File: config.mk
export PLATFORM = sky130hd
export DESIGN_NAME = dbg_mode_ctrl
export DESIGN_NICKNAME = d
export VERILOG_FILES = /design/src/rtl/dbg_ctrl_pkg.sv /design/src/rtl/dbg_entry_arb.sv /design/src/rtl/dbg_redirect_reg.sv /design/src/rtl/dbg_mode_ctrl.sv
export SDC_FILE = /design/constraint.sdc
export NUM_CORES = 1
export LEC_CHECK = 0
export BUFFER_PORTS_ARGS = -buffer_cell sky130_fd_sc_hd__buf_2
export CELL_PAD_IN_SITES_DETAIL_PLACEMENT = 1
export CELL_PAD_IN_SITES_GLOBAL_PLACEMENT = 2
export CORE_MARGIN = 4
export CORE_UTILIZATION = 25
export CTS_CLUSTER_DIAMETER = 80
export DETAILED_ROUTE_END_ITERATION = 10
export PLACE_DENSITY_LB_ADDON = 0.1
export SLEW_MARGIN = 5
export SYNTH_ARGS = -nofsm -noshare
export SYNTH_HDL_FRONTEND = slang
export SYNTH_SLANG_ARGS = --single-unit
File: constraint.sdc
create_clock -name clk_i -period 1.95 [get_ports clk_i]
set_clock_uncertainty 0.1 [all_clocks]
set_input_delay 0.195 -clock clk_i [delete_from_list [all_inputs] [get_ports clk_i]]
set_output_delay 0.195 -clock clk_i [all_outputs]
set_load 0.1 [all_outputs]
File: src/rtl/dbg_ctrl_pkg.sv
package dbg_ctrl_pkg;
  localparam int CAUSE_W = 3;
  localparam int NUM_SRC = 3;

  typedef logic [1:0] priv_t;
  localparam priv_t PRIV_U = 2'b00;
  localparam priv_t PRIV_M = 2'b11;

  typedef enum logic [CAUSE_W-1:0] {
    CAUSE_NONE = 3'd0,
    CAUSE_BRK  = 3'd1,
    CAUSE_HALT = 3'd3,
    CAUSE_STEP = 3'd4
  } dbg_cause_e;

  // Source index order is the entry priority: lowest index wins.
  function automatic dbg_cause_e src_cause(input int idx);
    case (idx)
      0:       return CAUSE_BRK;
      1:       return CAUSE_HALT;
      default: return CAUSE_STEP;
    endcase
  endfunction
endpackage

File: src/rtl/dbg_entry_arb.sv
module dbg_entry_arb
  import dbg_ctrl_pkg::*;
(
  input  logic       in_dbg_i,
  input  logic       halt_i,
  input  logic       brk_i,
  input  logic       retire_i,
  input  logic       step_en_i,
  input  logic       brk_m_en_i,
  input  logic       brk_u_en_i,
  input  priv_t      priv_i,
  output logic       enter_o,
  output dbg_cause_e cause_o,
  output logic       brk_exc_o
);
  logic                brk_ok;
  logic [NUM_SRC-1:0]  req;
  logic                found;

  assign brk_ok = ((priv_i == PRIV_M) && brk_m_en_i) ||
                  ((priv_i == PRIV_U) && brk_u_en_i);

  assign req[0] = !in_dbg_i && brk_i && brk_ok;
  assign req[1] = !in_dbg_i && halt_i;
  assign req[2] = !in_dbg_i && step_en_i && retire_i;

  always_comb begin
    cause_o = CAUSE_NONE;
    found   = 1'b0;
    for (int i = 0; i < NUM_SRC; i++) begin
      if (req[i] && !found) begin
        cause_o = src_cause(i);
        found   = 1'b1;
      end
    end
  end

  assign enter_o   = |req;
  assign brk_exc_o = !in_dbg_i && brk_i && !enter_o;
endmodule

File: src/rtl/dbg_redirect_reg.sv
module dbg_redirect_reg #(
  parameter int                ADDR_W    = 32,
  parameter logic [ADDR_W-1:0] HALT_ADDR = 32'h1A11_0800,
  parameter logic [ADDR_W-1:0] EXC_ADDR  = 32'h1A11_0808
) (
  input  logic              clk_i,
  input  logic              rst_ni,
  input  logic              go_halt_i,
  input  logic              go_exc_i,
  input  logic              go_resume_i,
  input  logic [ADDR_W-1:0] resume_pc_i,
  output logic              valid_o,
  output logic [ADDR_W-1:0] pc_o
);
  always_ff @(posedge clk_i or negedge rst_ni) begin
    if (!rst_ni) begin
      valid_o <= 1'b0;
      pc_o    <= '0;
    end else begin
      valid_o <= go_halt_i || go_exc_i || go_resume_i;
      if (go_exc_i)         pc_o <= EXC_ADDR;
      else if (go_halt_i)   pc_o <= HALT_ADDR;
      else if (go_resume_i) pc_o <= resume_pc_i;
    end
  end
endmodule

File: src/rtl/dbg_mode_ctrl.sv
module dbg_mode_ctrl
  import dbg_ctrl_pkg::*;
#(
  parameter int                ADDR_W    = 32,
  parameter logic [ADDR_W-1:0] HALT_ADDR = 32'h1A11_0800,
  parameter logic [ADDR_W-1:0] EXC_ADDR  = 32'h1A11_0808
) (
  input  logic              clk_i,
  input  logic              rst_ni,
  input  logic              halt_req_i,
  input  logic              brk_i,
  input  logic              retire_i,
  input  logic              exc_i,
  input  logic              resume_i,
  input  logic [1:0]        priv_i,
  input  logic              step_en_i,
  input  logic              brk_m_en_i,
  input  logic              brk_u_en_i,
  input  logic [ADDR_W-1:0] next_pc_i,
  input  logic [ADDR_W-1:0] resume_pc_i,
  output logic              redirect_o,
  output logic [ADDR_W-1:0] redirect_pc_o,
  output logic              enter_o,
  output logic [2:0]        enter_cause_o,
  output logic [ADDR_W-1:0] enter_pc_o,
  output logic [1:0]        enter_priv_o,
  output logic              brk_exc_o,
  output logic              dbg_mode_o,
  output logic              irq_mask_o
);
  logic       dbg_q;
  logic       enter_d;
  logic       brk_exc_d;
  dbg_cause_e cause_d;
  logic       exc_in_dbg;
  logic       resume_go;

  dbg_entry_arb u_arb (
    .in_dbg_i  (dbg_q),
    .halt_i    (halt_req_i),
    .brk_i     (brk_i),
    .retire_i  (retire_i),
    .step_en_i (step_en_i),
    .brk_m_en_i(brk_m_en_i),
    .brk_u_en_i(brk_u_en_i),
    .priv_i    (priv_i),
    .enter_o   (enter_d),
    .cause_o   (cause_d),
    .brk_exc_o (brk_exc_d)
  );

  assign exc_in_dbg = dbg_q && exc_i;
  assign resume_go  = dbg_q && resume_i && !exc_i;

  dbg_redirect_reg #(
    .ADDR_W   (ADDR_W),
    .HALT_ADDR(HALT_ADDR),
    .EXC_ADDR (EXC_ADDR)
  ) u_redir (
    .clk_i      (clk_i),
    .rst_ni     (rst_ni),
    .go_halt_i  (enter_d),
    .go_exc_i   (exc_in_dbg),
    .go_resume_i(resume_go),
    .resume_pc_i(resume_pc_i),
    .valid_o    (redirect_o),
    .pc_o       (redirect_pc_o)
  );

  always_ff @(posedge clk_i or negedge rst_ni) begin
    if (!rst_ni) begin
      dbg_q         <= 1'b0;
      enter_o       <= 1'b0;
      enter_cause_o <= CAUSE_NONE;
      enter_pc_o    <= '0;
      enter_priv_o  <= PRIV_U;
      brk_exc_o     <= 1'b0;
    end else begin
      enter_o   <= enter_d;
      brk_exc_o <= brk_exc_d;
      if (enter_d) begin
        dbg_q         <= 1'b1;
        enter_cause_o <= cause_d;
        enter_pc_o    <= next_pc_i;
        enter_priv_o  <= priv_i;
      end else if (resume_go) begin
        dbg_q <= 1'b0;
      end
    end
  end

  assign dbg_mode_o = dbg_q;
  assign irq_mask_o = dbg_q;

  a_r2_halt_entry: assert property (@(posedge clk_i) disable iff (!rst_ni)
    (!dbg_mode_o && halt_req_i && !brk_i) |=>
      (enter_o && enter_cause_o == 3'd3 && redirect_o && redirect_pc_o == HALT_ADDR));

  a_r5_step_entry: assert property (@(posedge clk_i) disable iff (!rst_ni)
    (!dbg_mode_o && step_en_i && retire_i && !halt_req_i && !brk_i) |=>
      (enter_o && enter_cause_o == 3'd4));

  a_r7_entry_one_cycle: assert property (@(posedge clk_i) disable iff (!rst_ni)
    enter_o |=> !enter_o);

  a_r7_entry_capture: assert property (@(posedge clk_i) disable iff (!rst_ni)
    (!dbg_mode_o && halt_req_i) |=> (enter_pc_o == $past(next_pc_i) && enter_priv_o == $past(priv_i)));

  a_r8_exc_stays: assert property (@(posedge clk_i) disable iff (!rst_ni)
    (dbg_mode_o && exc_i) |=> (dbg_mode_o && redirect_o && redirect_pc_o == EXC_ADDR));

  a_r9_mask_on_entry: assert property (@(posedge clk_i) disable iff (!rst_ni)
    enter_o |-> irq_mask_o);

  a_r10_resume: assert property (@(posedge clk_i) disable iff (!rst_ni)
    (dbg_mode_o && resume_i && !exc_i) |=>
      (!dbg_mode_o && redirect_o && redirect_pc_o == $past(resume_pc_i)));

  a_r11_quiet_in_dbg: assert property (@(posedge clk_i) disable iff (!rst_ni)
    dbg_mode_o |=> (!enter_o && !brk_exc_o));
endmodule

==> results_dict.tcl <==
set metrics [dict create \
    status "completed" \
    ir_drop_mv 0.786 \
    routedWlPerCell_um 16.0 \
    final.setup.worst_slack_ps 116 \
    post-route-period-util_pct 94.1 \
    rsz0062_at_grt "no" \
    synthFlopType "dfrtp_1" \
    clock-sinks 73 \
    pin_count 150 \
    design_area_um2 4870 \
    criticalPathCategory "flop to flop" \
    grt_start_max_net_pins 38 \
    total_power_mw 7.25 \
    drtIter0Drc 57 \
    fill_cells 1192 \
    instances_no_fill 558 \
    via_per_inst 4.22 \
    fin_nets 489 \
    dr_total_vias 2357 \
    overflow 0 \
    grt_pass1_vias 2637 \
    pre_cts_ws_ps 85.9 \
    cts-buffers-inserted 9 \
    synth.distinct_cells 27 \
    layout-drive-gt1-share_pct 51.9 \
    die_h_um 115 \
    utilization_pct 44.1 \
    start_kind "flop" \
    avgSynthCellArea_um2 15.1 \
    final-setup-viol-count 0 \
    postCtsSetupBuffers 0 \
    max_stage_delay_ps 500 \
    clockRootBuffer "clkbuf_16" \
    period_minus_slack_ps 1830 \
    cts_resized 0 \
    path_cells "or2b_4 -> a21oi_4 -> nor3_4 -> inv_4 -> buf_12 -> mux2_2" \
    post_synth_instance_area_um2 2860 \
    synthCells 189 \
    final_hold_viol_count 0 \
    async_reset_ff_share_pct 100 \
    tightest_slew_ps 519 \
    drtAntennaViolNets 0 \
    clockBufferDepth 2 \
    drc 0 \
    syn_nets 265 \
    yosysSeqAreaShare_pct 64.0 \
    tns_ps 0 \
    max_slew_margin_pct 65.7 \
    synth-edff-count 0 \
    coreArea_um2 11000 \
    hold_ws_ps 30.0 \
    rows 38 \
    die_area_um2 13200 \
    grt.total_usage_pct 14.1 \
    die_w_um 115 \
    placed_cells 478 \
    hp-class "input port to flop" \
    area_growth_pct 70.3 \
    hold_buffers 64 \
    ys_warn_count 0 \
    cp.arrival_ps 1950 \
    timing.fmax_mhz 545 \
    grt_first_pass_wirelength_mm 14.3 \
    start_util_pct 25.9 \
    cts_tree "yes" \
    drt-total-wl_mm 8.95 \
    placed_area_um2 3850 \
    h-tree-depth 3 \
    gp_congestion 0.674 \
    cts.clk_slew.worst_paths_ps 60 \
    slew_violations 0 \
    critPathRequiredTime_ps 2060 \
    antenna_found_initial 0 \
    cap_viol_max_count 0 \
    endpoint_kind "flop" \
    insertion_delay_ps 330 \
    diodes 0 \
    path_max_fanout 18 \
    cp_slowest_cell "dfrtp_4" \
    dp_hpwl_mm 6.21 \
    p_leak_nw 2.45 \
    io_buffers 149 \
    power_density_nw_per_um2 1490 \
    firstDrtPassIters 4 \
    ys_ff_latch 73 \
]
## registers in the layout, summed over array words and instances (netlist names)
register,count
enter_o,1
u_redir.pc_o,32
u_redir.valid_o,1
enter_pc_o,32
dbg_mode_o,1
enter_cause_o,3
enter_priv_o,2
brk_exc_o,1
## final timing paths
| path | startpoint | to | slack (ps) | cells past startpoint |
|---|---|---|---|---|
| worst max-delay path | dbg_mode_o | enter_pc_o[4] | 120 | 6 |
| worst min-delay path | priv_i[1] | enter_priv_o[1] | 30 | 2 |
| worst max register to register | dbg_mode_o | enter_pc_o[4] | 120 | 6 |
| worst min register to register | u_redir.pc_o[25] | u_redir.pc_o[25] | 400 | 2 |
| max in group asynchronous | rst_ni | dbg_mode_o | 880 | 3 |
| min in group asynchronous | rst_ni | enter_pc_o[13] | 270 | 2 |
## cells in the mapped netlist, types with 2 or more instances
master | instances | share of area, %
or2_2 | 2 | 0.44
buf_2 | 2 | 0.35
a21oi_1 | 2 | 0.35
mux2_4 | 27 | 14
dfrtp_1 | 73 | 64
a22o_1 | 25 | 7.7
clkbuf_1 | 3 | 0.39
nand4_1 | 6 | 1.3
nor2_1 | 8 | 1.1
nor2b_1 | 2 | 0.44
buf_6 | 3 | 1.2
mux2_2 | 7 | 2.8
nand2_1 | 15 | 2.0
## kinds of logic (layout without fill, tap and decap cells)
family          Yosys count  after routing  synth area share [%]
flops                    73             73                  64.0
simple gates             38             38                  6.75
mux                      35             35                  17.3
compound gates           31             31                  9.33
buf+inv                  12            241                  2.67
## where the power goes
| group | total (mW) | switching [mW] | leakage [nW] | internal [mW] |
|---|---|---|---|---|
| clock network | 2.07 | 0.621 | 0.186 | 1.45 |
| logic | 3.24 | 2.55 | 1.38 | 0.689 |
| registers | 1.95 | 0.145 | 0.884 | 1.80 |
## critical path, delay by kind of cell, from the launching register on
kind,cells,cell delay (ps)
flops,1,500
buf+inv,2,270
compound gates,1,140
mux,1,350
simple gates,2,340
## layout by cell type (no fill, tap or decap), types with 4 or more instances in the layout
cell type	count
a22o_1	25
nand2_1	15
dlygate4sd3_1	64
nand4_1	6
buf_12	4
mux2_4	27
clkbuf_16	9
mux2_2	7
dfrtp_1	72
buf_4	7
nor2_1	7
bufinv_16	4
buf_2	148
## per-layer routing
metal,global-route usage (%),share of wire (%),vias up
met1,16.8,42,1131
met2,23.7,49,98
met5,0,0,-
li1,-,-,1119
met3,5.11,8.0,9
met4,4.46,1.3,0
## final cells by class
| cell class | count | area (um^2) | share of cell area (%) |
|---|---|---|---|
| Clock inverter | 5 | 125 | 2.57 |
| Sequential cell | 73 | 1830 | 37.6 |
| Clock buffer | 11 | 253 | 5.19 |
| Timing Repair Buffer | 223 | 1510 | 31.1 |
| Tap cell | 140 | 175 | 3.60 |
| Multi-Input combinational cell | 104 | 958 | 19.7 |
| Inverter | 2 | 10.0 | 0.206 |
Note: power is estimated with default switching activity, not from simulation.
